### src/rtl/mwb_pkg.sv
package mwb_pkg;
  localparam int REG_W      = 16;
  localparam int SIDE_W     = 12;
  localparam int RADDR_W    = 8;
  localparam int REG_HI     = 5;
  localparam int REG_WADDR  = 6;
  localparam int REG_RADDR  = 7;
  localparam int REG_DATA   = 8;
  localparam int REG_STAT   = 9;
  localparam int REG_PTR    = 10;
  localparam int REG_CS     = 198;
  localparam int SIDE_BIT   = 10;

  typedef enum logic [1:0] {MODE_NONE, MODE_WR, MODE_RD} winModeT;

  typedef struct packed {
    logic ldHi;
    logic ldPtr;
    logic ldData;
    logic capBuf;
    logic capSide;
    logic incPtr;
    logic setOvf;
    logic ldCs;
    logic ldAux;
  } winStrobeT;
endpackage

### src/rtl/mwb_ctrl.sv
module mwb_ctrl
  import mwb_pkg::*;
#(
  parameter int ACCESS_CYCLES = 4,
  parameter int AUX_BASE      = 194,
  parameter int NUM_AUX       = 4
) (
  input  logic               clk,
  input  logic               rstN,
  input  logic               regWr,
  input  logic               regRd,
  input  logic [RADDR_W-1:0] regAddr,
  input  logic               sideSel,
  input  logic               csEn,
  output winStrobeT          stb,
  output logic               busy,
  output logic               opWrite,
  output logic               sideWe
);
  localparam int CNT_W = (ACCESS_CYCLES > 1) ? $clog2(ACCESS_CYCLES) : 1;

  logic [CNT_W-1:0] cnt;
  winModeT mode;
  logic hitHi, hitWa, hitRa, hitData, hitCs, hitAux;
  logic wrIdle, startWr, startRd, done;

  assign hitHi   = regAddr == RADDR_W'(REG_HI);
  assign hitWa   = regAddr == RADDR_W'(REG_WADDR);
  assign hitRa   = regAddr == RADDR_W'(REG_RADDR);
  assign hitData = regAddr == RADDR_W'(REG_DATA);
  assign hitCs   = regAddr == RADDR_W'(REG_CS);
  assign hitAux  = (int'(regAddr) >= AUX_BASE) && (int'(regAddr) < AUX_BASE + NUM_AUX);

  assign wrIdle  = regWr && !busy;
  assign startWr = wrIdle && hitData && (mode == MODE_WR);
  assign startRd = (wrIdle && hitRa && !sideSel) ||
                   (regRd && !regWr && !busy && hitData && (mode == MODE_RD));
  assign done    = busy && (cnt == '0);
  assign sideWe  = wrIdle && hitWa && sideSel;

  always_comb begin
    stb         = '0;
    stb.ldHi    = regWr && hitHi;
    stb.ldPtr   = wrIdle && (hitWa || hitRa) && !sideSel;
    stb.ldData  = startWr;
    stb.capSide = wrIdle && hitRa && sideSel;
    stb.incPtr  = done;
    stb.capBuf  = done && !opWrite;
    stb.setOvf  = regWr && busy && hitData;
    stb.ldCs    = regWr && hitCs;
    stb.ldAux   = regWr && hitAux && csEn;
  end

  always_ff @(posedge clk) begin
    if (!rstN) begin
      busy    <= 1'b0;
      cnt     <= '0;
      opWrite <= 1'b0;
      mode    <= MODE_NONE;
    end else begin
      if (stb.ldPtr) mode <= hitWa ? MODE_WR : MODE_RD;
      if (startWr || startRd) begin
        busy    <= 1'b1;
        cnt     <= CNT_W'(ACCESS_CYCLES - 1);
        opWrite <= startWr;
      end else if (done) begin
        busy <= 1'b0;
      end else if (busy) begin
        cnt <= cnt - 1'b1;
      end
    end
  end
endmodule

### src/rtl/mwb_datapath.sv
module mwb_datapath
  import mwb_pkg::*;
#(
  parameter int AUX_BASE = 194,
  parameter int NUM_AUX  = 4
) (
  input  logic               clk,
  input  logic               rstN,
  input  winStrobeT          stb,
  input  logic               busy,
  input  logic [RADDR_W-1:0] regAddr,
  input  logic [REG_W-1:0]   regWdata,
  input  logic [REG_W-1:0]   bufRdata,
  input  logic [SIDE_W-1:0]  sideRdata,
  output logic [REG_W-1:0]   regRdata,
  output logic [SIDE_W-1:0]  hiReg,
  output logic [REG_W-1:0]   ptr,
  output logic [REG_W-1:0]   dataReg,
  output logic               csEn,
  output logic               ovf
);
  localparam int EXT_W = SIDE_W - 8;

  logic [EXT_W-1:0] ext, extNext;
  logic [REG_W-1:0] aux [NUM_AUX];

  always_comb begin
    for (int k = 0; k < EXT_W; k++) extNext[k] = sideRdata[SIDE_W-1-k];
  end

  always_ff @(posedge clk) begin
    if (!rstN) begin
      hiReg   <= '0;
      ptr     <= '0;
      dataReg <= '0;
      ext     <= '0;
      csEn    <= 1'b0;
      ovf     <= 1'b0;
    end else begin
      if (stb.ldHi)   hiReg <= regWdata[SIDE_W-1:0];
      if (stb.ldPtr)  ptr   <= {hiReg[7:0], regWdata[7:0]};
      else if (stb.incPtr) ptr <= ptr + 1'b1;
      if (stb.ldData) dataReg <= regWdata;
      else if (stb.capBuf) dataReg <= bufRdata;
      else if (stb.capSide) begin
        dataReg <= {8'h00, sideRdata[7:0]};
        ext     <= extNext;
      end
      if (stb.setOvf) ovf  <= 1'b1;
      if (stb.ldCs)   csEn <= regWdata[0];
    end
  end

  for (genvar i = 0; i < NUM_AUX; i++) begin : g_aux
    always_ff @(posedge clk) begin
      if (!rstN) aux[i] <= '0;
      else if (stb.ldAux && (int'(regAddr) == AUX_BASE + i)) aux[i] <= regWdata;
    end
  end

  always_comb begin
    regRdata = '0;
    case (int'(regAddr))
      REG_HI:   regRdata = {{(REG_W-SIDE_W){1'b0}}, hiReg};
      REG_DATA: regRdata = dataReg;
      REG_STAT: regRdata = {{(REG_W-8-EXT_W){1'b0}}, ext, 6'b0, ovf, busy};
      REG_PTR:  regRdata = ptr;
      REG_CS:   regRdata = {{(REG_W-1){1'b0}}, csEn};
      default: begin
        for (int i = 0; i < NUM_AUX; i++)
          if (csEn && (int'(regAddr) == AUX_BASE + i)) regRdata = aux[i];
      end
    endcase
  end
endmodule

### src/rtl/mem_window_bank.sv
module mem_window_bank
  import mwb_pkg::*;
#(
  parameter int ACCESS_CYCLES = 4,
  parameter int AUX_BASE      = 194,
  parameter int NUM_AUX       = 4
) (
  input  logic        clk,
  input  logic        rstN,
  input  logic        regWr,
  input  logic        regRd,
  input  logic [7:0]  regAddr,
  input  logic [15:0] regWdata,
  output logic [15:0] regRdata,
  output logic        bufReq,
  output logic        bufWe,
  output logic [15:0] bufAddr,
  output logic [15:0] bufWdata,
  input  logic [15:0] bufRdata,
  output logic        sideWe,
  output logic [7:0]  sideAddr,
  output logic [11:0] sideWdata,
  input  logic [11:0] sideRdata,
  output logic        busyOut
);
  winStrobeT stb;
  logic busy, opWrite, csEn, ovfQ;
  logic [SIDE_W-1:0] hiReg;
  logic [REG_W-1:0] ptrQ, dataReg;

  mwb_ctrl #(.ACCESS_CYCLES(ACCESS_CYCLES), .AUX_BASE(AUX_BASE), .NUM_AUX(NUM_AUX)) u_ctrl (
    .clk(clk), .rstN(rstN), .regWr(regWr), .regRd(regRd), .regAddr(regAddr),
    .sideSel(regWdata[SIDE_BIT]), .csEn(csEn), .stb(stb), .busy(busy),
    .opWrite(opWrite), .sideWe(sideWe)
  );

  mwb_datapath #(.AUX_BASE(AUX_BASE), .NUM_AUX(NUM_AUX)) u_dp (
    .clk(clk), .rstN(rstN), .stb(stb), .busy(busy), .regAddr(regAddr),
    .regWdata(regWdata), .bufRdata(bufRdata), .sideRdata(sideRdata),
    .regRdata(regRdata), .hiReg(hiReg), .ptr(ptrQ), .dataReg(dataReg),
    .csEn(csEn), .ovf(ovfQ)
  );

  assign bufReq    = busy;
  assign bufWe     = busy && opWrite;
  assign bufAddr   = ptrQ;
  assign bufWdata  = dataReg;
  assign sideAddr  = regWdata[7:0];
  assign sideWdata = hiReg;
  assign busyOut   = busy;
endmodule

### config.mk
export PLATFORM = sky130hd
export DESIGN_NAME = mem_window_bank
export DESIGN_NICKNAME = d
export VERILOG_FILES = /design/src/rtl/mwb_pkg.sv /design/src/rtl/mwb_ctrl.sv /design/src/rtl/mwb_datapath.sv /design/src/rtl/mem_window_bank.sv
export SDC_FILE = /design/constraint.sdc
export NUM_CORES = 1
export LEC_CHECK = 0
export BUFFER_PORTS_ARGS = -buffer_cell sky130_fd_sc_hd__buf_2
export CORE_MARGIN = 5
export CORE_UTILIZATION = 50
export CTS_BUF_LIST = sky130_fd_sc_hd__clkbuf_16
export CTS_CLUSTER_DIAMETER = 80
export CTS_CLUSTER_SIZE = 10
export DETAILED_ROUTE_END_ITERATION = 8
export PLACE_DENSITY = 0.76
export SYNTH_ARGS = -nofsm -noshare
export SYNTH_HDL_FRONTEND = slang
export SYNTH_SLANG_ARGS = --single-unit
### constraint.sdc
create_clock -name clk -period 4.1 [get_ports clk]
set_input_delay 0.615 -clock clk [delete_from_list [all_inputs] [get_ports clk]]
set_output_delay 0.615 -clock clk [all_outputs]
set_load 0.01 [all_outputs]
* Word level (Yosys, flattened, before mapping) *
Memories as Yosys holds them, arrays and structs flattened.
Index checks and enable logic that the tools add are counted.

word-level totals
  output and inout bits = 72
  memories = 1
  word-level logic and storage cells = 114
  bits in writable memories = 64
  bits in registers = 56
  bits of input ports = 56

memory list
  memory    depth  bits a word  read ports  clocked after memory_dff  wr ports  line                text
  u_dp.aux  4      16           4           0                         4         mwb_datapath.sv:25  logic [REG_W-1:0] aux [NUM_AUX];

cells by class
  $add $sub $neg = 2
  magnitude comparators = 2
  muxes and demuxes = 33
  reduce and logical (&&, ||, !) cells = 46
  equal/unequal tests = 14
  bitwise gates (word level) = 6

operators by type and width
  cell                                                 number
  2-to-1 mux 16 bit                                    13
  case mux 16 bit (5 select lines)                     1
  equality test 8 x 7 -> 1 bit, second input constant  4
  logical AND 1 bit                                    32
  equality test 8 x 3 -> 1 bit, second input constant  3
  equality test 8 x 4 -> 1 bit, second input constant  3
  adder 16 x 1 -> 16 bit, second input constant        1
  2-to-1 mux 1 bit                                     15
  equality test 8 bit, second input constant           1
  >= comparator 8 bit, second input constant           1
  < comparator 8 bit, second input constant            1
  2-to-1 mux 2 bit                                     4
  nonzero test 2 bit                                   3
  logical NOT 1 bit                                    4
  bitwise OR 1 bit                                     4
  logical OR 1 bit                                     3
  AND reduction 3 bit                                  1
  nonzero test 3 bit                                   1
  equality test 2 x 1 -> 1 bit, second input constant  1
  equality test 2 bit, second input constant           1
  logical NOT 2 bit                                    1
  inequality test 2 bit, second input constant         1
  inverter 1 bit                                       2
  AND reduction 2 bit                                  1
  subtractor 2 x 1 -> 2 bit, second input constant     1

* Longest topological paths before layout *
  depth in word-level cells = 9
  mapped depth = 8

* Hierarchy *
Synthesis repeated with hierarchy kept, for this count alone.

second synthesis, totals
  cells, all modules = 613
  area total of the unflattened synthesis = 6353.6 um2

modules (own cells, without submodules)
  module           area each (um2)  cells each  instances
  mwb_datapath     5828.1           549         1
  mwb_ctrl         451.7            54          1
  mem_window_bank  73.8             10          1

* Worst setup path after synthesis *
Ideal clock, no wire load.

  path type = input port to flip-flop
  from = in regAddr[4]
  to = mem u_dp.aux[0][0] (enable)
  setup slack = 0.334 ns
  path buffers = 0
  library setup time = 0.435 ns
  stages = 4
  data arrival time = 3.330 ns
  cell sequence = nand4bb_1 -> nor3_1 -> nand2_1 -> o41ai_1

RTL lines
  item             line                   text
  start, declared  mem_window_bank.sv:12  input logic [7:0] regAddr,
  end, declared    mwb_datapath.sv:25

* Final worst setup path *
  from = in regAddr[0]
  to = out regRdata[8]

on the way
  word-level cells in the longest chain between the ends = 7

RTL lines
  item                                  line                   text
  equality test 8 x 7 -> 1 bit          mwb_datapath.sv:71     if (csEn && (int'(regAddr) == AUX_BASE + i)) regRdata = aux[i];
  logical AND 1 bit                     mwb_datapath.sv:71
  2-to-1 mux 16 bit (4 in a row)        mwb_datapath.sv:71
  case mux 16 bit (5 select lines) (*)  mwb_datapath.sv:63     case (int'(regAddr))
  end, declared                         mem_window_bank.sv:14  output logic [15:0] regRdata,

Every way passes the cells marked *; elsewhere a longest branch is shown, timed or not.

==> impl_metrics.ini <==
[final_layout]
nets = 815
utilization_pct = 60.8
drive_above_1_share_pct = 24.3
layout_commonest_cell = buf_2
syn_to_final_growth_pct = 19.4
final_cell_count_no_fill = 942
final_area_mm2 = 0.00765
regArea_mm2 = 0.00304
fillers = 1052
final_cell_mix = buf_2 (127), and2_1 (70), edfxtp_1 (64), dfxtp_1 (56), nand3_1 (46)
multiInputGateArea_mm2 = 0.00306

[timing]
whs_ns = 0.438
final_max_slew_viol_count = 0
relSlewSlack_pct = 25.1
fin_worst_skew_ns = 0.00931
worst_pin_slew_ns = 1.11
layout_setup_ws_ns = 0.866
tns_ns = 0
max_freq_mhz = 309
setup_violations = 0
fin_crit_sh_pct = 78.9
rsz0062_at_grt = no
period_needed_ns = 3.23
finalHoldViolations = 0

[clock_tree]
postCtsHoldBufs = 0
cts.clk_slew.worst_paths_ns = 0.05
clock-sinks = 120
worstSkewPairLatency_ns = 0.42
htree_levels = 4
cts.path.max_buffers = 2
cts_buffers = 17
cts-root-buf = clkbuf_16
cts_repair_resize_count = 0
cts_setup_buffers = 0
cts_tree = yes

[global_route]
grt_pass1_wl_um = 31700
globalRouteOverflowTotal = 0
antenna_found_initial = 4
grt_max_degree = 47
grt_pass1_vias = 5683
track_usage_pct = 28.0

[setup_path]
timing.rr.start = u_ctrl.busy$_SDFFE_PN0P_
end_kind = output port
startpoint = regAddr[0]
crit_fanout = 30
critical_path_class = in2out
worst_setup_path_start_kind = input pin
reg2reg_to = u_dp.ptr[13]$_SDFFE_PN0P_
r2r_slack_ns = 1.42
worstSetupEndpoint = regRdata[8]
critPathArrivalTime_ns = 2.62
cp_data_required_time_ns = 3.48
rr_worst_depth = 4

[yosys]
ys_types = 59
syn_inst = 663
synth_warnings = 0
synth_nets = 721
synth_flop_cell = edfxtp_1
synth_seq_cells = 120
syn_area_mm2 = 0.00641
synth_edf_count = 64
async_reset_ff_share_pct = 0
avgSynthCellArea_um2 = 9.66
ys_seq_area_share_pct = 47.5

[outcome]
status = finished clean

[route]
drtAntennaViolNets = 0
route.vias.total = 5996
dr.first_iter.drc_count = 844
viasPerCell = 6.37
drc = 0
wl_um = 20900
wl_per_cell_um = 22.2
dr.pass1.iters = 5

[run]
maxCapViolCount = 0

[die]
dieArea_mm2 = 0.0152
core_area_mm2 = 0.0126
start_util_pct = 51.0
io_pins = 128
die_w_um = 123
die_h_um = 123
fp-row-count = 41

[hold_path]
hold_path_class = in2reg

[power]
peakVddDrop_mv = 0.283
power_density_mw_per_mm2 = 382
finalPower_mw = 2.92
p_leak_nw = 3.06

[placement]
place_ws_ns = 0.917
place_congestion = 0.920
dp_cells = 910
port_buffers = 127
hpwlAfterDp_um = 14600
place_area_mm2 = 0.00708
worst min-delay path by stage:
stage	endpoint	cells past startpoint	startpoint
global route	u_dp.ext[1]$_SDFFE_PN0P_	3	sideRdata[10]
detailed placement	u_dp.ext[0]$_SDFFE_PN0P_	2	u_dp.ext[0]$_SDFFE_PN0P_
floorplan	u_dp.ext[0]$_SDFFE_PN0P_	2	u_dp.ext[0]$_SDFFE_PN0P_
global placement	u_dp.ext[0]$_SDFFE_PN0P_	2	u_dp.ext[0]$_SDFFE_PN0P_
CTS	u_dp.ext[1]$_SDFFE_PN0P_	3	sideRdata[10]
finish	u_dp.ext[1]$_SDFFE_PN0P_	3	sideRdata[10]
layer usage:
layer	GRT usage (%)	up-vias	share of wire (%)	routed length, µm
li1	-	2687	-	-
met1	38.3	2857	41	8520
met2	41.9	398	46	9580
met3	7.14	50	10	2150
met4	12.4	4	3.0	632
met5	0	-	0.13	27
critical path: stages:
cell	delay (ns)
buf_2	0.49
nand2b_1	0.10
buf_4	0.20
or4_1	0.59
o21ai_0	0.27
o21ai_0	0.14
buf_2	0.19
power breakdown:
part	switching (mW)	leakage, nW	internal [mW]
logic	0.119	1.67	0.0589
clock network	0.515	0.284	0.931
registers	0.00888	1.11	1.29
area by class of cell:
type,instances,area share (%)
clock inverters,13,1.82
inverters,7,0.344
diodes,2,0.0655
clock buffers,17,5.56
multi-input cells,471,40.0
repair buffers,140,9.59
flip-flops and latches,120,39.8
well taps,172,2.81
sequential cells by signal (all words and copies together), names as in the netlist:
| signal | count |
|---|---|
| u_dp.aux | 64 |
| u_dp.dataReg | 16 |
| u_dp.ptr | 16 |
| u_dp.hiReg | 12 |
| u_dp.ext | 4 |
| u_ctrl.cnt | 2 |
| u_ctrl.mode | 2 |
| u_ctrl.busy | 1 |
| u_ctrl.opWrite | 1 |
| u_dp.csEn | 1 |
| u_dp.ovf | 1 |
synthesized netlist by cell type, types with 6 or more instances:
library cell / count / area, µm²
a21oi_1: 41 / 205
a22oi_1: 16 / 120
a2bb2oi_1: 11 / 96.3
a31oi_1: 9 / 56.3
and2_1: 70 / 438
and3_1: 8 / 50.1
buf_2: 13 / 65.1
buf_4: 9 / 67.6
clkbuf_1: 40 / 150
dfxtp_1: 56 / 1120
edfxtp_1: 64 / 1920
inv_1: 7 / 26.3
mux2_2: 8 / 90.1
mux2i_1: 30 / 300
nand2_1: 45 / 169
nand3_1: 46 / 230
nand4_1: 17 / 106
nor2_1: 28 / 105
nor2b_1: 6 / 37.5
nor4_1: 8 / 50.1
o2111ai_1: 10 / 87.6
o211ai_1: 18 / 135
o21ai_0: 19 / 95.1
o22ai_1: 20 / 125
or4_1: 6 / 45.0
cell families (layout without fill, tap and decap cells):
group,after synthesis,in the layout,synth area share (%)
AO/OA/AOI/OAI,162,162,17.0
XOR/XNOR,2,2,0.273
adder cells (fa/ha/maj),2,2,0.391
buffers and inverters,72,177,5.12
flip-flops,120,120,47.5
multiplexers,38,38,6.09
other,0,2,0
AND/OR/NAND/NOR,267,267,23.6
(Power assumes the default switching activity.)
